<file path="src/rtl/gpio_bank_pkg.sv">
package gpio_bank_pkg;

    typedef enum logic [2:0] {
        IDX_DIR    = 3'd0,
        IDX_DATA   = 3'd1,
        IDX_INV    = 3'd2,
        IDX_STAT   = 3'd3,
        IDX_MODE   = 3'd4,
        IDX_CLAIM  = 3'd5,
        IDX_ENABLE = 3'd6
    } reg_idx_e;

    typedef enum logic {
        ST_IDLE = 1'b0,
        ST_ACK  = 1'b1
    } rd_state_e;

endpackage

</file>
<file path="src/rtl/gpio_pin_sync.sv">
module gpio_pin_sync #(
    parameter int W      = 8,
    parameter int STAGES = 2
) (
    input  logic         clk,
    input  logic         rst_n,
    input  logic [W-1:0] raw,
    output logic [W-1:0] synced
);
    logic [W-1:0] chain [STAGES];

    always_ff @(posedge clk or negedge rst_n) begin
        if (!rst_n) begin
            for (int s = 0; s < STAGES; s++) chain[s] <= '0;
        end else begin
            chain[0] <= raw;
            for (int s = 1; s < STAGES; s++) chain[s] <= chain[s-1];
        end
    end

    assign synced = chain[STAGES-1];
endmodule

</file>
<file path="src/rtl/gpio_edge_latch.sv">
module gpio_edge_latch #(
    parameter int W = 8
) (
    input  logic         clk,
    input  logic         rst_n,
    input  logic [W-1:0] synced,
    input  logic [W-1:0] act,
    input  logic         clr,
    output logic [W-1:0] stat
);
    logic [W-1:0] prev_q;
    logic [W-1:0] hit;

    assign hit = (synced ^ prev_q) & act;

    always_ff @(posedge clk or negedge rst_n) begin
        if (!rst_n) begin
            prev_q <= '0;
            stat   <= '0;
        end else begin
            prev_q <= synced;
            stat   <= ((clr ? '0 : stat) | hit) & act;
        end
    end

    // a detected edge on an active pin is held in the next cycle
    p_edge_held_r6: assert property (@(posedge clk) disable iff (!rst_n)
        (|hit) && (hit == act) |=> ((stat & $past(hit)) == $past(hit)));

    // a clearing read with no coincident edge leaves status empty
    p_clear_empties_r7: assert property (@(posedge clk) disable iff (!rst_n)
        clr && (hit == '0) |=> (stat == '0));
endmodule

</file>
<file path="src/rtl/gpio_pad_drive.sv">
module gpio_pad_drive #(
    parameter int W = 8
) (
    input  logic [W-1:0] act,
    input  logic [W-1:0] dir,
    input  logic [W-1:0] od,
    input  logic [W-1:0] level,
    output logic [W-1:0] pad_o,
    output logic [W-1:0] pad_oe
);
    for (genvar i = 0; i < W; i++) begin : g_pin
        logic drive_en;
        assign drive_en  = act[i] & ~dir[i];
        assign pad_oe[i] = drive_en & (od[i] ? ~level[i] : 1'b1);
        assign pad_o[i]  = drive_en & ~od[i] & level[i];
    end
endmodule

</file>
<file path="src/rtl/gpio_bank.sv">
module gpio_bank
    import gpio_bank_pkg::*;
#(
    parameter int ADDR_W      = 8,
    parameter int DATA_W      = 8,
    parameter int SYNC_STAGES = 2
) (
    input  logic              clk,
    input  logic              rst_n,
    input  logic [ADDR_W-1:0] addr,
    input  logic              wr_stb,
    input  logic              rd_stb,
    input  logic [DATA_W-1:0] wdata,
    output logic [DATA_W-1:0] rdata,
    output logic              rd_valid,
    input  logic [DATA_W-1:0] pin_in,
    output logic [DATA_W-1:0] pad_o,
    output logic [DATA_W-1:0] pad_oe
);
    localparam int IDX_W = 3;

    rd_state_e         state_q, state_d;
    logic [DATA_W-1:0] dir_q, inv_q, mode_q, out_q, claim_q;
    logic              en_q;
    logic [DATA_W-1:0] act, synced, stat, level, rd_mux;
    logic              in_map, stat_clr;
    reg_idx_e          idx;

    assign in_map   = (addr[ADDR_W-1:IDX_W] == '0) && (addr[IDX_W-1:0] != 3'd7);
    assign idx      = reg_idx_e'(addr[IDX_W-1:0]);
    assign act      = en_q ? ~claim_q : '0;
    assign level    = out_q ^ inv_q;
    assign stat_clr = rd_stb && in_map && (idx == IDX_STAT);

    gpio_pin_sync #(.W(DATA_W), .STAGES(SYNC_STAGES)) u_sync (
        .clk(clk), .rst_n(rst_n), .raw(pin_in), .synced(synced));

    gpio_edge_latch #(.W(DATA_W)) u_edge (
        .clk(clk), .rst_n(rst_n), .synced(synced), .act(act),
        .clr(stat_clr), .stat(stat));

    gpio_pad_drive #(.W(DATA_W)) u_pad (
        .act(act), .dir(dir_q), .od(mode_q), .level(level),
        .pad_o(pad_o), .pad_oe(pad_oe));

    function automatic logic [DATA_W-1:0] merge(input logic [DATA_W-1:0] old_v,
                                                input logic [DATA_W-1:0] new_v,
                                                input logic [DATA_W-1:0] m);
        return (new_v & m) | (old_v & ~m);
    endfunction

    // configuration registers
    always_ff @(posedge clk or negedge rst_n) begin
        if (!rst_n) begin
            dir_q   <= '1;
            inv_q   <= '0;
            mode_q  <= '1;
            out_q   <= '0;
            claim_q <= '0;
            en_q    <= 1'b0;
        end else if (wr_stb && in_map) begin
            case (idx)
                IDX_DIR:    dir_q   <= merge(dir_q,  wdata, act);
                IDX_DATA:   out_q   <= merge(out_q,  wdata, act);
                IDX_INV:    inv_q   <= merge(inv_q,  wdata, act);
                IDX_MODE:   mode_q  <= merge(mode_q, wdata, act);
                IDX_CLAIM:  claim_q <= wdata;
                IDX_ENABLE: en_q    <= wdata[0];
                default:    ;
            endcase
        end
    end

    always_comb begin
        rd_mux = '0;
        if (in_map) begin
            case (idx)
                IDX_DIR:    rd_mux = dir_q;
                IDX_DATA:   rd_mux = (synced ^ inv_q) & act;
                IDX_INV:    rd_mux = inv_q;
                IDX_STAT:   rd_mux = stat & act;
                IDX_MODE:   rd_mux = mode_q;
                IDX_CLAIM:  rd_mux = claim_q;
                IDX_ENABLE: rd_mux = {{(DATA_W-1){1'b0}}, en_q};
                default:    rd_mux = '0;
            endcase
        end
    end

    // read response state machine: next state
    always_comb begin
        state_d = state_q;
        unique case (state_q)
            ST_IDLE: state_d = rd_stb ? ST_ACK : ST_IDLE;
            ST_ACK:  state_d = rd_stb ? ST_ACK : ST_IDLE;
        endcase
    end

    // state register
    always_ff @(posedge clk or negedge rst_n) begin
        if (!rst_n) state_q <= ST_IDLE;
        else        state_q <= state_d;
    end

    // outputs
    always_ff @(posedge clk or negedge rst_n) begin
        if (!rst_n)      rdata <= '0;
        else if (rd_stb) rdata <= rd_mux;
    end

    assign rd_valid = (state_q == ST_ACK);

    // every read strobe is answered in the following cycle
    p_read_answered_r10: assert property (@(posedge clk) disable iff (!rst_n)
        rd_stb |=> rd_valid);

    // a pin outside GPIO use never has its output enable on
    p_masked_quiet_r8: assert property (@(posedge clk) disable iff (!rst_n)
        ((pad_oe | pad_o) & ~act) == '0);

    // input pins never drive
    p_input_no_oe_r2: assert property (@(posedge clk) disable iff (!rst_n)
        (pad_oe & dir_q) == '0);

    // an open-drain pin never drives high
    p_od_never_high_r5: assert property (@(posedge clk) disable iff (!rst_n)
        (pad_o & mode_q) == '0);
endmodule

</file>
<file path="config.mk">
export PLATFORM = sky130hd
export DESIGN_NAME = gpio_bank
export DESIGN_NICKNAME = d
export VERILOG_FILES = /design/src/rtl/gpio_bank_pkg.sv /design/src/rtl/gpio_pin_sync.sv /design/src/rtl/gpio_edge_latch.sv /design/src/rtl/gpio_pad_drive.sv /design/src/rtl/gpio_bank.sv
export SDC_FILE = /design/constraint.sdc
export NUM_CORES = 1
export LEC_CHECK = 0
export BUFFER_PORTS_ARGS = -buffer_cell sky130_fd_sc_hd__buf_2
export CAP_MARGIN = 40
export CORE_ASPECT_RATIO = 0.7
export CORE_MARGIN = 2
export CORE_UTILIZATION = 30
export CTS_BUF_LIST = sky130_fd_sc_hd__clkbuf_4 sky130_fd_sc_hd__clkbuf_8
export CTS_CLUSTER_DIAMETER = 60
export DETAILED_ROUTE_END_ITERATION = 12
export SLEW_MARGIN = 20
export SYNTH_ARGS = -nofsm -noshare
export SYNTH_HDL_FRONTEND = slang
export SYNTH_SLANG_ARGS = --single-unit
</file>
<file path="constraint.sdc">
create_clock -name clk -period 1.5 [get_ports clk]
set_clock_uncertainty 0.15 [all_clocks]
set_input_delay 0.15 -clock clk [delete_from_list [all_inputs] [get_ports clk]]
set_output_delay 0.15 -clock clk [all_outputs]
set_load 0.005 [all_outputs]
</file>
==> flow_summary_export.csv <==
group,metric,value,unit
status,status,"finished, violations left",
status,violations,"negative setup slack",
route,viasPerCell,5.06,
power,p_leak,2.60,nW
timing,worst_pin_slew,460,ps
route,drc,0,
min_path,worstHoldEndpoint,"rdata[7]",
grt,grt_pass1_wl,17800,um
die,coreArea,12600,um2
worst_setup_path,path_cells,"buf_6 > nand2b_4 > nor4b_4 > buf_2",
timing,grt_setup_unrepaired,"true",
timing,min_period_over_period,117,%
route,totalWireLength,11300,um
worst_setup_path,arrival,1460,ps
placement,dp_hpwl,7540,um
route,drtIter0Drc,140,
grt,grt_max_degree,26,
power,p_per_area,806,nW/um2
synthesis,synth_seq_cells,82,
min_path,holdCritPathClass,"primary input to flip-flop",
grt,grtUsageTotal,16.6,%
synthesis,ys_types,39,
min_path,min_from,"rd_stb",
synthesis,yosysSeqAreaShare,52.6,%
route,antenna_left,0,
min_path,hold_depth,3,
die,die_h,99.9,um
synthesis,synth_nets,369,
die,start_util,31.2,%
placement,numPortBuffers,52,
power,total_power,4.66,mW
finish,diodes,0,
finish,layout.nets,500,
synthesis,async_flop_share,100,%
placement,place_congestion,0.791,
finish,mostFrequentLayoutCells,"dfrtp_1 (62), buf_4 (53), buf_2 (51)",
die,io_pins,53,
worst_setup_path,cp-end-kind,"output port",
clock_network,clk_pin_slew,80,ps
grt,overflow,0,
die,die_area,14100,um2
worst_setup_path,slowest_delay,430,ps
worst_setup_path,rr_startpoint,"en_q",
timing,max_freq,568,MHz
timing,timing.final.max_slew_violations,0,
synthesis,synthFlopType,"dfrtp_1",
synthesis,netlist_top_cells_area,"dfrtp_1 (42%), dfstp_2 (11%), mux2_1 (7.1%)",
clock_network,cts-root-buf,"clkbuf_8",
finish,drive_gt1_share,49.9,%
timing,setup_viol,32,
finish,utilization,45.8,%
grt,antenna_found_initial,0,
timing,slew_headroom,69.3,%
timing,timing_hold_violations_final,0,
finish,area.growth.synth_to_final,46.8,%
route,dr.pass1.iters,4,
route,num_vias,3233,
clock_network,clock_latency,370,ps
worst_setup_path,reg2reg_depth,7,
power,vdd_drop_max,0.439,mV
job,maxCapViolations,0,
worst_setup_path,required,1200,ps
grt,grt_pass1_vias,3462,
clock_network,cts_max_path_buffers,2,
die,die-width,141,um
die,num_rows,34,
timing,finalWorstSetupSlack,-260,ps
clock_network,h-tree-depth,3,
synthesis,synth_area_per_cell,11.6,um2
worst_setup_path,slowest_stage,"dfrtp_2",
route,wl_per_cell,17.6,um
clock_network,tritoncts,"done",
worst_setup_path,critPathKind,"flip-flop to output port",
synthesis,synth_area_leader_cell,"dfrtp_1",
timing,timing.hold.ws,29.0,ps
synthesis,synth_top_area_share,41.9,%
worst_setup_path,r2r_slack,-150,ps
worst_setup_path,critPathMaxFanout,7,
timing,finalCriticalPeriod,1760,ps
synthesis,synth_area,3940,um2
clock_network,numCtsBuffers,9,
finish,final_common_cell,"dfrtp_1",
synthesis,synth_edf_count,0,
synthesis,ys_warn_count,0,
synthesis,synthCells,341,
clock_network,clock_sinks,82,
worst_setup_path,startpoint_type,"flip-flop",
## worst max-delay path: cells and delay by family, from the launching register on
kind,cells,cell delay [ps]
buffers and inverters,2,320
and+or+nand+nor,2,350
DFF,1,430
## layer usage
layer  global-route usage [%]  vias up  wire [um]
met5                        0        -          0
met4                     6.92        0        174
met3                     4.48       20        710
met2                     26.3       85       5230
met1                     21.7     1626       5160
li1                         -     1502          -
## how the worst max path moves through the flow
stage	from	end	slack [ps]	cells after the start
3_5_place_dp	addr[5]	claim_q[1]	-290	6
4_1_cts	en_q	pad_o[7]	-310	4
2_1_floorplan	addr[5]	claim_q[0]	-220	6
6_report	en_q	pad_o[7]	-260	4
3_3_place_gp	addr[5]	claim_q[3]	-250	6
5_1_grt	en_q	pad_o[4]	-340	5
## cell type report
cell class                 instances  area (um2)
tap                              162         203
timing repair buffer             136        1020
clock inverter                     5        77.6
clock buffer                      11         145
sequential                        82        2080
inverter                          16        60.1
fill                            1169        6850
multi-input combinational        227        2200
## what timing repair did
action / in CTS / in global routing
hold endpoints to repair: 122 / 0
pin swaps: 19 / 14
hold buffers: 18 / 0
gates resized for setup: 58 / 43
setup endpoints to repair: 24 / 51
buffers inserted: 16 / 7
## kinds of logic (layout without fill, tap and decap cells)
group,Yosys count,in the layout,share of synthesized area (%)
buffers and inverters,32,168,3.68
multiplexers,51,51,14.3
flip-flops,82,82,52.6
XOR/XNOR,18,18,4.00
AO/OA/AOI/OAI,61,61,10.7
AND/OR/NAND/NOR,97,97,14.7
## stage by stage
step / setup TNS [ps] / instance area, um2 / worst slack, ps / cells
3_3_place_gp: -10030 / 4700 / -252 / 584
3_5_place_dp: -11280 / 4700 / -294 / 584
6_report: -4020 / 5790 / -260 / 639
5_1_grt: -6700 / 5790 / -343 / 639
2_1_floorplan: -4070 / 3950 / -223 / 341
4_1_cts: -4190 / 5530 / -305 / 634
## synth_stat cells, types with 2 or more instances
cell type  number
dfrtp_1        66
a221oi_1        6
nor2_1         19
nor3_1          6
o21ai_0         9
buf_4           2
inv_1          16
nor2b_1        16
a21boi_0        6
a211oi_1       14
nand3b_1        2
nand3_1        26
mux2_1         25
nand4b_1        2
xor2_1         18
nand2b_1        8
clkbuf_1       10
and3_1          2
o41ai_1         6
o22ai_1         7
buf_2           2
a21oi_1         9
nor4b_1         8
dfstp_2        16
mux2_2         17
mux2i_1         9
buf_6           2
## report_power, final
group          switching [mW]  internal, mW  total [mW]  leakage [nW]
sequential             0.0535          2.27        2.32          1.02
clock                   0.798         0.996        1.79         0.113
combinational           0.281         0.269       0.551          1.46
total                    1.13          3.53        4.66          2.60
(Power assumes the default switching activity.)
